--- config.mk ---
export PLATFORM = sky130hd
export DESIGN_NAME = nv_bank_validator
export DESIGN_NICKNAME = d
export VERILOG_FILES = /design/src/rtl/nv_pkg.sv /design/src/rtl/nv_addr_gen.sv /design/src/rtl/nv_hdr_sum.sv /design/src/rtl/nv_adler.sv /design/src/rtl/nv_bank_validator.sv
export SDC_FILE = /design/constraint.sdc
export NUM_CORES = 1
export LEC_CHECK = 0
export BUFFER_PORTS_ARGS = -buffer_cell sky130_fd_sc_hd__clkbuf_2
export CAP_MARGIN = 0
export CORE_MARGIN = 3
export CORE_UTILIZATION = 50
export DETAILED_ROUTE_END_ITERATION = 10
export PLACE_DENSITY_LB_ADDON = 0.08
export SYNTH_ARGS = -nofsm -noshare
export SYNTH_HDL_FRONTEND = slang
export SYNTH_SLANG_ARGS = --single-unit
--- constraint.sdc ---
create_clock -name clk_i -period 13.4 [get_ports clk_i]
set_input_delay 2.68 -clock clk_i [delete_from_list [all_inputs] [get_ports clk_i]]
set_output_delay 2.68 -clock clk_i [all_outputs]
set_load 0.02 [all_outputs]
--- src/rtl/nv_pkg.sv ---
package nv_pkg;
  localparam logic [7:0]  SIG_BYTE  = 8'h5A;
  localparam logic [16:0] ADL_MOD   = 17'd65521;
  // fixed header layout (offsets matter: neighbours decode these fields)
  localparam int unsigned OFS_CK    = 1;
  localparam int unsigned OFS_HLO   = 2;
  localparam int unsigned OFS_HHI   = 15;
  localparam int unsigned OFS_ADL   = 16;
  localparam int unsigned OFS_ADL_E = 19;
  localparam int unsigned OFS_BODY  = 20;
  localparam int unsigned OFS_GEN   = 24;
  localparam int unsigned OFS_GEN_E = 27;

  typedef enum logic [1:0] {ST_IDLE, ST_RUN, ST_FOLD, ST_EVAL} nv_state_e;
endpackage

--- src/rtl/nv_addr_gen.sv ---
module nv_addr_gen #(
  parameter int unsigned IMG_BYTES = 8192,
  localparam int unsigned IW = $clog2(IMG_BYTES)
) (
  input  logic          clk_i,
  input  logic          rst_ni,
  input  logic          clr_i,
  input  logic          step_i,
  input  logic          next_bank_i,
  output logic [IW-1:0] idx_o,
  output logic          bank_o,
  output logic          last_o
);
  logic [IW-1:0] idx_q;
  logic          bank_q;

  always_ff @(posedge clk_i or negedge rst_ni) begin
    if (!rst_ni) begin
      idx_q  <= '0;
      bank_q <= 1'b0;
    end else if (clr_i) begin
      idx_q  <= '0;
      bank_q <= 1'b0;
    end else if (next_bank_i) begin
      idx_q  <= '0;
      bank_q <= 1'b1;
    end else if (step_i) begin
      idx_q  <= idx_q + 1'b1;
    end
  end

  assign idx_o  = idx_q;
  assign bank_o = bank_q;
  assign last_o = (idx_q == IW'(IMG_BYTES - 1));
endmodule

--- src/rtl/nv_hdr_sum.sv ---
module nv_hdr_sum (
  input  logic       clk_i,
  input  logic       rst_ni,
  input  logic       init_i,
  input  logic [7:0] init_val_i,
  input  logic       en_i,
  input  logic [7:0] byte_i,
  output logic [7:0] sum_o
);
  logic [7:0] acc_q;
  logic [8:0] raw;
  logic [7:0] folded;

  // end-around carry per byte: same residue and range as a final fold
  always_comb begin
    raw    = {1'b0, acc_q} + {1'b0, byte_i};
    folded = raw[7:0] + {7'd0, raw[8]};
  end

  always_ff @(posedge clk_i or negedge rst_ni) begin
    if (!rst_ni)     acc_q <= '0;
    else if (init_i) acc_q <= init_val_i;
    else if (en_i)   acc_q <= folded;
  end

  assign sum_o = acc_q;
endmodule

--- src/rtl/nv_adler.sv ---
module nv_adler
  import nv_pkg::*;
(
  input  logic        clk_i,
  input  logic        rst_ni,
  input  logic        clr_i,
  input  logic        en_i,
  input  logic [7:0]  byte_i,
  output logic [31:0] sum_o
);
  logic [15:0] lo_q, hi_q, lo_n, hi_n;
  logic [16:0] lo_s, hi_s;

  always_comb begin
    lo_s = {1'b0, lo_q} + {9'd0, byte_i};
    lo_n = (lo_s >= ADL_MOD) ? 16'(lo_s - ADL_MOD) : lo_s[15:0];
    hi_s = {1'b0, hi_q} + {1'b0, lo_n};
    hi_n = (hi_s >= ADL_MOD) ? 16'(hi_s - ADL_MOD) : hi_s[15:0];
  end

  always_ff @(posedge clk_i or negedge rst_ni) begin
    if (!rst_ni) begin
      lo_q <= 16'd1;
      hi_q <= 16'd0;
    end else if (clr_i) begin
      lo_q <= 16'd1;
      hi_q <= 16'd0;
    end else if (en_i) begin
      lo_q <= lo_n;
      hi_q <= hi_n;
    end
  end

  assign sum_o = {hi_q, lo_q};
endmodule

--- src/rtl/nv_bank_validator.sv ---
module nv_bank_validator
  import nv_pkg::*;
#(
  parameter int unsigned IMG_BYTES = 8192,
  localparam int unsigned AW = $clog2(2 * IMG_BYTES)
) (
  input  logic          clk_i,
  input  logic          rst_ni,
  input  logic          start_i,
  input  logic          seal_i,
  input  logic [7:0]    data_i,
  input  logic          valid_i,
  output logic          ready_o,
  output logic [AW-1:0] addr_o,
  output logic          busy_o,
  output logic          done_o,
  output logic          active_o,
  output logic [1:0]    bank_ok_o,
  output logic [31:0]   gen0_o,
  output logic [31:0]   gen1_o,
  output logic          seal_bank_o,
  output logic [31:0]   seal_gen_o,
  output logic [7:0]    seal_cksum_o,
  output logic [31:0]   seal_adler_o
);
  localparam int unsigned IW = AW - 1;
  localparam logic [IW-1:0] I_CK    = IW'(OFS_CK);
  localparam logic [IW-1:0] I_HLO   = IW'(OFS_HLO);
  localparam logic [IW-1:0] I_HHI   = IW'(OFS_HHI);
  localparam logic [IW-1:0] I_ADL   = IW'(OFS_ADL);
  localparam logic [IW-1:0] I_ADL_E = IW'(OFS_ADL_E);
  localparam logic [IW-1:0] I_BODY  = IW'(OFS_BODY);
  localparam logic [IW-1:0] I_GEN   = IW'(OFS_GEN);
  localparam logic [IW-1:0] I_GEN_E = IW'(OFS_GEN_E);

  nv_state_e     st_q;
  logic          seal_q, done_q, active_q;
  logic [1:0]    fold_q;
  logic [7:0]    sig_q, ck_q;
  logic [31:0]   adl_q, gen_q;
  logic          ok_r  [2];
  logic [31:0]   gen_r [2];
  logic [31:0]   sgen_q, sadl_q;
  logic [7:0]    sck_q;

  logic [IW-1:0] idx;
  logic          bank, last;
  logic          accept, launch, next_bank, eval_scan;
  logic          in_gen, in_adl, hdr_en, adl_en;
  logic [7:0]    hdr_sum, adl_byte, fold_byte;
  logic [31:0]   adl_sum, gen_adj, bank_gen;
  logic          bank_ok;

  assign ready_o   = (st_q == ST_RUN);
  assign busy_o    = (st_q != ST_IDLE);
  assign accept    = ready_o && valid_i;
  assign launch    = (st_q == ST_IDLE) && start_i;
  assign next_bank = (st_q == ST_EVAL) && !seal_q && !bank;
  assign eval_scan = (st_q == ST_EVAL) && !seal_q;

  assign in_gen = (idx >= I_GEN) && (idx <= I_GEN_E);
  assign in_adl = (idx >= I_ADL) && (idx <= I_ADL_E);
  assign hdr_en = accept && (idx >= I_HLO) && (idx <= I_HHI);
  // generation bytes are deferred and folded in after capture (they may change on seal)
  assign adl_en = (accept && (idx >= I_BODY) && !in_gen) || (st_q == ST_FOLD);

  assign gen_adj = gen_q + {31'd0, seal_q};
  always_comb begin
    unique case (fold_q)
      2'd0:    fold_byte = gen_adj[31:24];
      2'd1:    fold_byte = gen_adj[23:16];
      2'd2:    fold_byte = gen_adj[15:8];
      default: fold_byte = gen_adj[7:0];
    endcase
  end
  assign adl_byte = (st_q == ST_FOLD) ? fold_byte : data_i;

  nv_addr_gen #(.IMG_BYTES(IMG_BYTES)) u_addr (
    .clk_i       (clk_i),
    .rst_ni      (rst_ni),
    .clr_i       (launch),
    .step_i      (accept),
    .next_bank_i (next_bank),
    .idx_o       (idx),
    .bank_o      (bank),
    .last_o      (last)
  );

  nv_hdr_sum u_hdr (
    .clk_i      (clk_i),
    .rst_ni     (rst_ni),
    .init_i     (accept && (idx == '0)),
    .init_val_i (seal_q ? SIG_BYTE : data_i),
    .en_i       (hdr_en),
    .byte_i     (data_i),
    .sum_o      (hdr_sum)
  );

  nv_adler u_adl (
    .clk_i  (clk_i),
    .rst_ni (rst_ni),
    .clr_i  (launch || next_bank),
    .en_i   (adl_en),
    .byte_i (adl_byte),
    .sum_o  (adl_sum)
  );

  assign bank_ok  = (sig_q == SIG_BYTE) && (ck_q == hdr_sum) && (adl_q == adl_sum);
  assign bank_gen = bank_ok ? gen_q : 32'd0;

  // field capture
  always_ff @(posedge clk_i or negedge rst_ni) begin
    if (!rst_ni) begin
      sig_q <= '0;
      ck_q  <= '0;
      adl_q <= '0;
      gen_q <= '0;
    end else if (accept) begin
      if (idx == '0)  sig_q <= data_i;
      if (idx == I_CK) ck_q <= data_i;
      if (in_adl)     adl_q <= {adl_q[23:0], data_i};
      if (in_gen)     gen_q <= {gen_q[23:0], data_i};
    end
  end

  // sequencing
  always_ff @(posedge clk_i or negedge rst_ni) begin
    if (!rst_ni) begin
      st_q   <= ST_IDLE;
      seal_q <= 1'b0;
      fold_q <= '0;
      done_q <= 1'b0;
    end else begin
      done_q <= 1'b0;
      unique case (st_q)
        ST_IDLE: if (start_i) begin
          seal_q <= seal_i;
          st_q   <= ST_RUN;
        end
        ST_RUN: if (accept) begin
          if (idx == I_GEN_E) begin
            st_q   <= ST_FOLD;
            fold_q <= '0;
          end else if (last) begin
            st_q <= ST_EVAL;
          end
        end
        ST_FOLD: begin
          fold_q <= fold_q + 2'd1;
          if (fold_q == 2'd3) st_q <= ST_RUN;
        end
        default: begin
          if (next_bank) st_q <= ST_RUN;
          else begin
            st_q   <= ST_IDLE;
            done_q <= 1'b1;
          end
        end
      endcase
    end
  end

  for (genvar b = 0; b < 2; b++) begin : g_bank
    always_ff @(posedge clk_i or negedge rst_ni) begin
      if (!rst_ni) begin
        ok_r[b]  <= 1'b0;
        gen_r[b] <= '0;
      end else if (eval_scan && (bank == 1'(b))) begin
        ok_r[b]  <= bank_ok;
        gen_r[b] <= bank_gen;
      end
    end
  end

  always_ff @(posedge clk_i or negedge rst_ni) begin
    if (!rst_ni) begin
      active_q <= 1'b0;
      sgen_q   <= '0;
      sck_q    <= '0;
      sadl_q   <= '0;
    end else if (st_q == ST_EVAL) begin
      if (!seal_q && bank) active_q <= (gen_r[0] < bank_gen);
      if (seal_q) begin
        sgen_q <= gen_adj;
        sck_q  <= hdr_sum;
        sadl_q <= adl_sum;
      end
    end
  end

  assign addr_o       = {bank, idx};
  assign done_o       = done_q;
  assign active_o     = active_q;
  assign bank_ok_o    = {ok_r[1], ok_r[0]};
  assign gen0_o       = gen_r[0];
  assign gen1_o       = gen_r[1];
  assign seal_bank_o  = ~active_q;
  assign seal_gen_o   = sgen_q;
  assign seal_cksum_o = sck_q;
  assign seal_adler_o = sadl_q;
endmodule

==> results of run 1 <==
## worst min-delay path by stage
stage / cells past startpoint / startpoint / to / slack, ns
finish: 2 / gen1_o[11]$_DFFE_PN0P_ / gen1_o[11]$_DFFE_PN0P_ / 0.47
global route: 2 / gen1_o[18]$_DFFE_PN0P_ / gen1_o[18]$_DFFE_PN0P_ / 0.51
CTS: 2 / gen1_o[23]$_DFFE_PN0P_ / gen1_o[23]$_DFFE_PN0P_ / 0.48
detailed placement: 2 / gen1_o[23]$_DFFE_PN0P_ / gen1_o[23]$_DFFE_PN0P_ / 0.47
global placement: 2 / bank_ok_o[0]$_DFFE_PN0P_ / bank_ok_o[0]$_DFFE_PN0P_ / 0.46
floorplan: 2 / u_adl.lo_q[0]$_DFFE_PN1P_ / u_adl.lo_q[0]$_DFFE_PN1P_ / 0.47
## power groups by stage
| stage | Clock [mW] | Sequential [mW] | Combinational, mW |
|---|---|---|---|
| final | 0.847 | 1.19 | 1.41 |
| after global routing | 0.900 | 1.21 | 1.56 |
| after CTS | 0.867 | 1.19 | 1.40 |
| after detailed placement | 0 | 1.20 | 1.39 |
| after global placement | 0 | 1.20 | 1.37 |
| after floorplan | 0 | 1.11 | 1.10 |
## stage by stage
stage	setup slack [ns]	hold WS, ns	instance area, sq um	instances
floorplan	5.17	0.471	15700	1561
global placement	4.10	0.459	16800	2058
global route	2.98	0.506	17800	2115
CTS	3.84	0.483	17800	2115
finish	3.79	0.474	17800	2115
detailed placement	3.90	0.469	16800	2058
## per-layer routing
metal | up-vias | share of wire | GRT usage
met3 | 91 | 0.046 | 0.0296
met4 | 0 | 0.037 | 0.0868
met1 | 5873 | 0.47 | 0.349
li1 | 5870 | - | -
met5 | - | 0 | 0
met2 | 333 | 0.45 | 0.390
## synth_stat cells (all sizes together), types with 9 or more instances
cell,n,share of area
and3,16,0.0064
nor4,18,0.0072
nand4,20,0.0080
mux2,142,0.10
inv,32,0.0077
o211ai,10,0.0051
a21oi,60,0.019
nor2b,11,0.0044
a221oi,10,0.0060
a22o,9,0.0050
clkbuf,68,0.016
o21ai,128,0.041
a21o,26,0.013
ha,82,0.065
nand2b,10,0.0040
nand3,57,0.018
dfrtp,278,0.44
or3,12,0.0051
xor2,81,0.045
nand2,199,0.048
o31ai,9,0.0043
nor2,81,0.020
buf,10,0.0040
nor3,34,0.011
xnor2,41,0.023
## cells by family after synthesis
group	Yosys count	share of synthesized area
adders and majority gates	85	0.0693
buffers and inverters	110	0.0279
xor gates and xnor gates	122	0.0682
muxes	148	0.106
AOI/OAI and AO/OA	315	0.130
DFF	279	0.445
and+or+nand+nor	502	0.154
## cell usage in the layout, fill, tap and decap left out, types with 6 or more instances in the layout
cell and n:
dfrtp_1 278, nand2_1 199, clkbuf_2 168, mux2_2 140
o21ai_0 121, ha_1 82, xor2_1 81, nor2_1 80
a21oi_1 59, nand3_1 56, xnor2_1 41, inv_1 32
nor3_1 31, clkbuf_16 31, a21o_1 25, nand4_1 20
nor4_1 17, and3_1 16, clkbuf_1 12, nor2b_1 11
or3_1 10, nand2b_1 10, o211ai_1 9, a221oi_1 9
a22o_1 9, o31ai_1 9, buf_4 9, or4_1 8
and2_1 7, o21ai_1 6, a32oi_1 6, nor3b_1 6
o21a_1 6, mux2i_1 6
## worst max-delay path, delay by kind of cell (launching register included)
family	cells	cell delay (ns)
adders and majority gates	6	1.75
and+or+nand+nor	9	3.10
DFF	1	0.65
xor gates and xnor gates	2	0.52
buffers and inverters	2	0.13
AOI/OAI and AO/OA	12	3.32
## flip-flops by register name, indices dropped and copies added, names as in the netlist
name / cells
adl_q: 32
gen0_o: 32
gen1_o: 32
gen_q: 32
seal_adler_o: 32
seal_gen_o: 32
u_adl.hi_q: 16
u_adl.lo_q: 16
u_addr.idx_o: 13
ck_q: 8
seal_cksum_o: 8
sig_q: 8
u_hdr.sum_o: 8
bank_ok_o: 2
fold_q: 2
st_q: 2
active_o: 1
done_o: 1
seal_q: 1
u_addr.bank_o: 1
## cell type report
cell class                      instances  area, sq um
Clock buffer                           46          862
Sequential cell                       279         6980
Inverter                               32          120
Tap cell                              396          495
Timing Repair Buffer                  179          943
Clock inverter                         11          141
Multi-Input combinational cell       1172         8300
Fill cell                            2781        12900
==> run summary, run 1 <==
total track usage: 0.245
first-pass GRT wire length: 66100 um
hold buffers post-CTS: 0
syn avg cell area: 10.0 sq um
Post-synth ARST share: 1.00
Post-CTS Setup Inserts: 0
clk_lat worst skew: 0.56 ns
Worst setup startpoint: seal_q$_DFFE_PN0P_
Crit. End Element: register
Routed WL: 41400 um
Synthesized Nets: 1659
mapped cell area: 15700 sq um
register area share after synthesis: 0.445
wire per inst: 19.6 um
vias in the first global route: 11834
R2R cell count: 31
status: completed
Crit path required time: 13.85 ns
Total Nets Final: 1793
Tmin final: 9.61 ns
final clock skew: 0.00610 ns
Std-Cell Rows: 64
Core Region: 30700 sq um
maxcap violations: 0
switching power: 1.41 mW
gr ovfl total: 0
# diodes: 0
routability cong.: 0.929
first drt pass iteration count: 5
worst path arrival time: 10.06 ns
CTS Buf Count: 31
buffers added on ports: 169
Leak: 8.70 nW
number of top-level pins: 170
H-tree depth: 1
Post-synth EDFFs: 0
clock sinks: 279
crit path to: u_adl.hi_q[10]$_DFFE_PN0P_
sw frac: 0.408
area of the die: 33500 sq um
flop2flop setup slack: 3.79 ns
Post-DP HPWL: 30000 um
chip width: 183 um
Synth Flop Type: dfrtp_1
Final ANT Viol Nets: 0
setup TNS: 0 ns
CTS resizes: 0
final setup fails: 0
RSZ-0062 raised after global routing: no
largest net degree at the start of global routing: 177
r2r endpoint: u_adl.hi_q[10]$_DFFE_PN0P_
synthesis-stage register bit count: 279
Unique masters post-synth: 83
DRC Markers: 0
Comb pwr share: 0.409
CP Class: register to register
initial antenna violation count: 0
headroom to the max-slew limit: 0.292
Pint: 2.04 mW
Fmax: 104 MHz
final period utilization: 0.717
CTS max path bufs: 3
Crit path largest cell delay: 0.74 ns
Final Hold Viols: 0
power share of the sequential group: 0.345
Die Y: 183 um
total power: 3.45 mW
Area growth syn-to-layout: 13.8%
yosys warns: 0
ratio of cells with drive above 1 in the final layout: 0.229
Initial DRC Count: 947
Top cell by count, worst path: ha_1
Via density: 5.75
clock tree from TritonCTS: done
fin util: 0.580
worst-path fanout max: 17
Worst path slowest cell: or4_1
Hold WC Path Type: register to register
clock-pin slew on the worst setup and hold paths: 0.06 ns
Root Driver: clkbuf_16
Post-Syn Instances: 1561
Clock power frac: 0.246
Final Slew Violations: 0
PD cells: 193 nW/um^2
peak supply drop: 0.000167 V
kind of start point of the critical path: register
worst r2r src: seal_q$_DFFE_PN0P_
worst-margin pin slew: 1.06 ns
vias after detailed routing: 12167
Starting Density: 0.510
(Power assumes the default switching activity.)
==> inputs of run 2 (changes only) <==
==> constraint.sdc (replaced) <==
create_clock -name clk_i -period 9.7 [get_ports clk_i]
set_input_delay 1.94 -clock clk_i [delete_from_list [all_inputs] [get_ports clk_i]]
set_output_delay 1.94 -clock clk_i [all_outputs]
set_load 0.02 [all_outputs]
==> run summary, run 2 (synthesis gave the netlist of run 1 again) <==
CTS Buf Count: 31
most frequent cells in the layout: dfrtp_1, nand2_1, clkbuf_2, mux2_2, o21ai_0
clock tree from TritonCTS: done
Tmin final: 9.03 ns
Hold WC Path Type: register to register
final period utilization: 0.930
area of the die: 33500 sq um
Area growth syn-to-layout: 15.0%
Via density: 5.81
worst r2r src: seal_q$_DFFE_PN0P_
routability cong.: 0.910
CP Class: register to register
Total Nets Final: 1797
Worst path slowest cell: or4b_1
first drt pass iteration count: 5
total track usage: 0.253
Starting Density: 0.510
vias in the first global route: 11973
Crit path required time: 10.14 ns
PD cells: 272 nW/um^2
Leak: 8.80 nW
clock sinks: 279
Comb pwr share: 0.398
H-tree depth: 1
Top cell by count, worst path: ha_1
headroom to the max-slew limit: 0.307
R2R cell count: 30
Worst setup startpoint: seal_q$_DFFE_PN0P_
commonest non-fill, non-tap cell in the layout: dfrtp_1
gr ovfl total: 0
r2r endpoint: u_adl.hi_q[10]$_DFFE_PN0P_
Crit. End Element: register
maxcap violations: 0
Final ANT Viol Nets: 0
initial antenna violation count: 0
finished layout cell area: 18000 sq um
layout filler cell count: 2739
Multi-input gate area: 8330 sq um
final setup fails: 0
clock-pin slew on the worst setup and hold paths: 0.06 ns
sw frac: 0.397
setup TNS: 0 ns
Pint: 2.96 mW
Core Region: 30700 sq um
Clock power frac: 0.267
RSZ-0062 raised after global routing: no
Post-DP Area: 16900 sq um
first-pass GRT wire length: 68100 um
Root Driver: clkbuf_16
chip width: 183 um
Worst Hold Launch: gen1_o[27]$_DFFE_PN0P_
Final Slew Violations: 0
Routed WL: 42600 um
power share of the sequential group: 0.335
worst-path fanout max: 17
wire per inst: 20.1 um
Crit path largest cell delay: 0.67 ns
clk_lat worst skew: 0.56 ns
Reg area: 6980 sq um
crit path to: u_adl.hi_q[10]$_DFFE_PN0P_
switching power: 1.95 mW
final clock skew: 0.00899 ns
# diodes: 0
Post-DP HPWL: 31000 um
flop2flop setup slack: 0.67 ns
Fmax: 111 MHz
DRC Markers: 0
hold path cells: 2
vias after detailed routing: 12306
worst path arrival time: 9.46 ns
number of top-level pins: 170
CTS max path bufs: 3
Final Hold Viols: 0
largest net degree at the start of global routing: 107
status: completed
ratio of cells with drive above 1 in the final layout: 0.239
buffers added on ports: 169
Die Y: 183 um
Post-CTS Setup Inserts: 0
Initial DRC Count: 913
Std-Cell Rows: 64
worst-margin pin slew: 1.04 ns
peak supply drop: 0.000264 V
kind of start point of the critical path: register
## run 2: how the worst min path moves through the flow
stage                                     end  slack (ns)
finish                 gen1_o[27]$_DFFE_PN0P_        0.48
detailed placement     gen1_o[27]$_DFFE_PN0P_        0.47
global route           gen1_o[18]$_DFFE_PN0P_        0.50
floorplan           u_adl.lo_q[0]$_DFFE_PN1P_        0.47
CTS                    gen1_o[27]$_DFFE_PN0P_        0.48
global placement     bank_ok_o[0]$_DFFE_PN0P_        0.45
## run 2: metal layers
layer  global-route usage  routed length [um]  up-vias
met5                    0                   0        -
met1                0.359               19600     6008
met4               0.0576                 947        0
met3               0.0345                2210       64
li1                     -                   -     5876
met2                0.416               19900      358
## run 2: through the flow
stage	hold slack [ns]	util	worst slack [ns]	cells	total power, mW
floorplan	0.471	-	1.82	1561	3.06
CTS	0.483	0.585	0.344	2118	4.90
global placement	0.455	0.548	0.759	2062	3.56
global route	0.502	0.586	0.104	2118	5.22
finish	0.476	0.586	0.674	2118	4.91
detailed placement	0.469	0.548	0.403	2062	3.58
## run 2: what timing repair did
item	CTS	global route
hold buffers	0	0
resized for setup	0	7
setup endpoints to repair	0	14
## run 2: critical path, delay by kind of cell (launching register included)
family	cells	cell delay, ns
buffers and inverters	2	0.12
and+or+nand+nor	9	3.00
DFF	1	0.49
adders and majority gates	6	1.70
xor gates and xnor gates	2	0.45
AOI/OAI and AO/OA	11	3.13
## run 2: final cells by class
class                      count  area share
clock buffer                  41      0.0490
clock inverter                15      0.0144
inverter                      32     0.00666
multi-input combinational   1172       0.462
sequential                   279       0.387
tap                          396      0.0275
timing repair buffer         183      0.0533
## run 2: power by group through the flow
| stage | combinational, mW | sequential (mW) | clock, mW |
|---|---|---|---|
| after floorplan | 1.53 | 1.54 | 0 |
| after global placement | 1.90 | 1.66 | 0 |
| after detailed placement | 1.92 | 1.66 | 0 |
| after CTS | 1.93 | 1.64 | 1.33 |
| after global routing | 2.17 | 1.67 | 1.38 |
| final | 1.95 | 1.64 | 1.31 |
==> inputs of run 3 (changes only) <==
--- a/config.mk
+++ b/config.mk
@@ -8,7 +8,7 @@
 export BUFFER_PORTS_ARGS = -buffer_cell sky130_fd_sc_hd__clkbuf_2
 export CAP_MARGIN = 0
 export CORE_MARGIN = 3
-export CORE_UTILIZATION = 50
+export CORE_UTILIZATION = 41
 export DETAILED_ROUTE_END_ITERATION = 10
 export PLACE_DENSITY_LB_ADDON = 0.08
 export SYNTH_ARGS = -nofsm -noshare
==> run summary, run 3 (synthesis gave the netlist of run 1 again) <==
total track usage: 0.219
gr ovfl total: 0
RSZ-0062 raised after global routing: no
Fmax: 111 MHz
Pint: 2.92 mW
sw frac: 0.401
worst-margin pin slew: 1.06 ns
commonest non-fill, non-tap cell in the layout: dfrtp_1
first drt pass iteration count: 4
first-pass GRT wire length: 71400 um
clock-pin slew on the worst setup and hold paths: 0.06 ns
final setup fails: 0
clock sinks: 279
Final ANT Viol Nets: 0
vias after detailed routing: 12173
number of top-level pins: 170
Tmin final: 9.00 ns
Core Region: 37100 sq um
Comb pwr share: 0.402
Starting Density: 0.422
Total Nets Final: 1795
Routed WL: 44400 um
Crit path largest cell delay: 0.73 ns
buffers added on ports: 169
switching power: 1.95 mW
kind of start point of the critical path: register
Final Slew Violations: 0
DRC Markers: 0
Std-Cell Rows: 70
wire per inst: 19.9 um
final period utilization: 0.927
chip width: 202 um
hold slack: 0.469 ns
Leak: 8.77 nW
layout filler cell count: 3527
peak supply drop: 0.000151 V
area of the die: 40600 sq um
H-tree depth: 1
setup TNS: 0 ns
Hold WC Path Type: register to register
Final Hold Viols: 0
Top cell by count, worst path: ha_1
Crit. End Element: register
clk_lat worst skew: 0.58 ns
Worst path slowest cell: or4_1
Post-DP HPWL: 32800 um
maxcap violations: 0
Die Y: 202 um
CP Class: register to register
headroom to the max-slew limit: 0.292
Post-CTS Setup Inserts: 0
vias in the first global route: 12219
routability cong.: 0.883
CTS max path bufs: 3
Via density: 5.47
ratio of cells with drive above 1 in the final layout: 0.234
Initial DRC Count: 622
worst path arrival time: 9.44 ns
CTS Buf Count: 31
power share of the sequential group: 0.338
Area growth syn-to-layout: 15.6%
clock tree from TritonCTS: done
initial antenna violation count: 1
Clock power frac: 0.260
hold buffers post-CTS: 0
worst-path fanout max: 17
final clock skew: 0.0252 ns
Crit path required time: 10.14 ns
PD cells: 269 nW/um^2
Root Driver: clkbuf_16
fin util: 0.488
status: completed
largest net degree at the start of global routing: 169
most frequent cells in the layout: dfrtp_1, nand2_1, clkbuf_2, mux2_2, o21ai_0
run 3: changes by cell type in the layout (fill, tap and decap cells not counted), moves of 2 or more:
cell	delta
clkbuf_8	+2
clkbuf_1	+5
buf_4	-3
bufinv_16	-2
run 3: layout make-up:
cell class / count / area, sq um / share of cell area
Antenna cell: 1 / 2.50 / 0.000138
Clock buffer: 48 / 930 / 0.0513
Clock inverter: 10 / 179 / 0.00987
Inverter: 32 / 120 / 0.00663
Multi-Input combinational cell: 1172 / 8320 / 0.459
Sequential cell: 279 / 6980 / 0.385
Tap cell: 504 / 631 / 0.0348
Timing Repair Buffer: 181 / 958 / 0.0529
run 3: repair_timing:
action | CTS | global route
gates resized for setup | 0 | 4
endpoints found under the setup margin | 0 | 13
endpoints found under the hold margin | 0 | 0
run 3: power groups by stage:
stage / clock [mW] / combinational (mW) / sequential, mW
after floorplan: 0 / 1.53 / 1.54
final: 1.27 / 1.96 / 1.65
after global placement: 0 / 1.92 / 1.66
after detailed placement: 0 / 1.93 / 1.67
after global routing: 1.35 / 2.20 / 1.68
after CTS: 1.30 / 1.95 / 1.65
run 3: worst paths after layout:
| path | cells past startpoint | slack, ns | to | from |
|---|---|---|---|---|
| min in group asynchronous | 1 | 1.35 | gen1_o[10]$_DFFE_PN0P_ | rst_ni |
| max in group asynchronous | 2 | 6.88 | adl_q[10]$_DFFE_PN0P_ | rst_ni |
| worst max-delay path | 30 | 0.70 | u_adl.hi_q[10]$_DFFE_PN0P_ | seal_q$_DFFE_PN0P_ |
| worst max register to register | 30 | 0.70 | u_adl.hi_q[10]$_DFFE_PN0P_ | seal_q$_DFFE_PN0P_ |
| worst min register to register | 2 | 0.47 | bank_ok_o[0]$_DFFE_PN0P_ | bank_ok_o[0]$_DFFE_PN0P_ |
| worst min-delay path | 2 | 0.47 | bank_ok_o[0]$_DFFE_PN0P_ | bank_ok_o[0]$_DFFE_PN0P_ |
run 3: routing by layer:
| layer | vias up | share of wire | track usage |
|---|---|---|---|
| met5 | - | 0 | 0 |
| met4 | 0 | 0.028 | 0.0583 |
| met3 | 67 | 0.043 | 0.0307 |
| met2 | 284 | 0.47 | 0.358 |
| met1 | 5941 | 0.46 | 0.305 |
| li1 | 5881 | - | - |
run 3: critical path: cells and delay by family (launching register included):
family | cells | cell delay [ns]
compound gates | 11 | 3.08
xor+xnor | 2 | 0.42
fa+ha+maj | 6 | 1.67
buf+inv | 2 | 0.12
flops | 1 | 0.47
simple gates | 9 | 3.08
run 3: stage by stage:
step                      setup slack (ns)  power (mW)  cells  cell area (sq um)
after CTS                            0.454        4.89   2226              18100
after global routing               0.00604        5.23   2226              18100
after floorplan                       1.82        3.06   1561              15700
after global placement               0.758        3.58   2168              17000
final                                0.704        4.87   2227              18100
after detailed placement             0.519        3.60   2168              17000
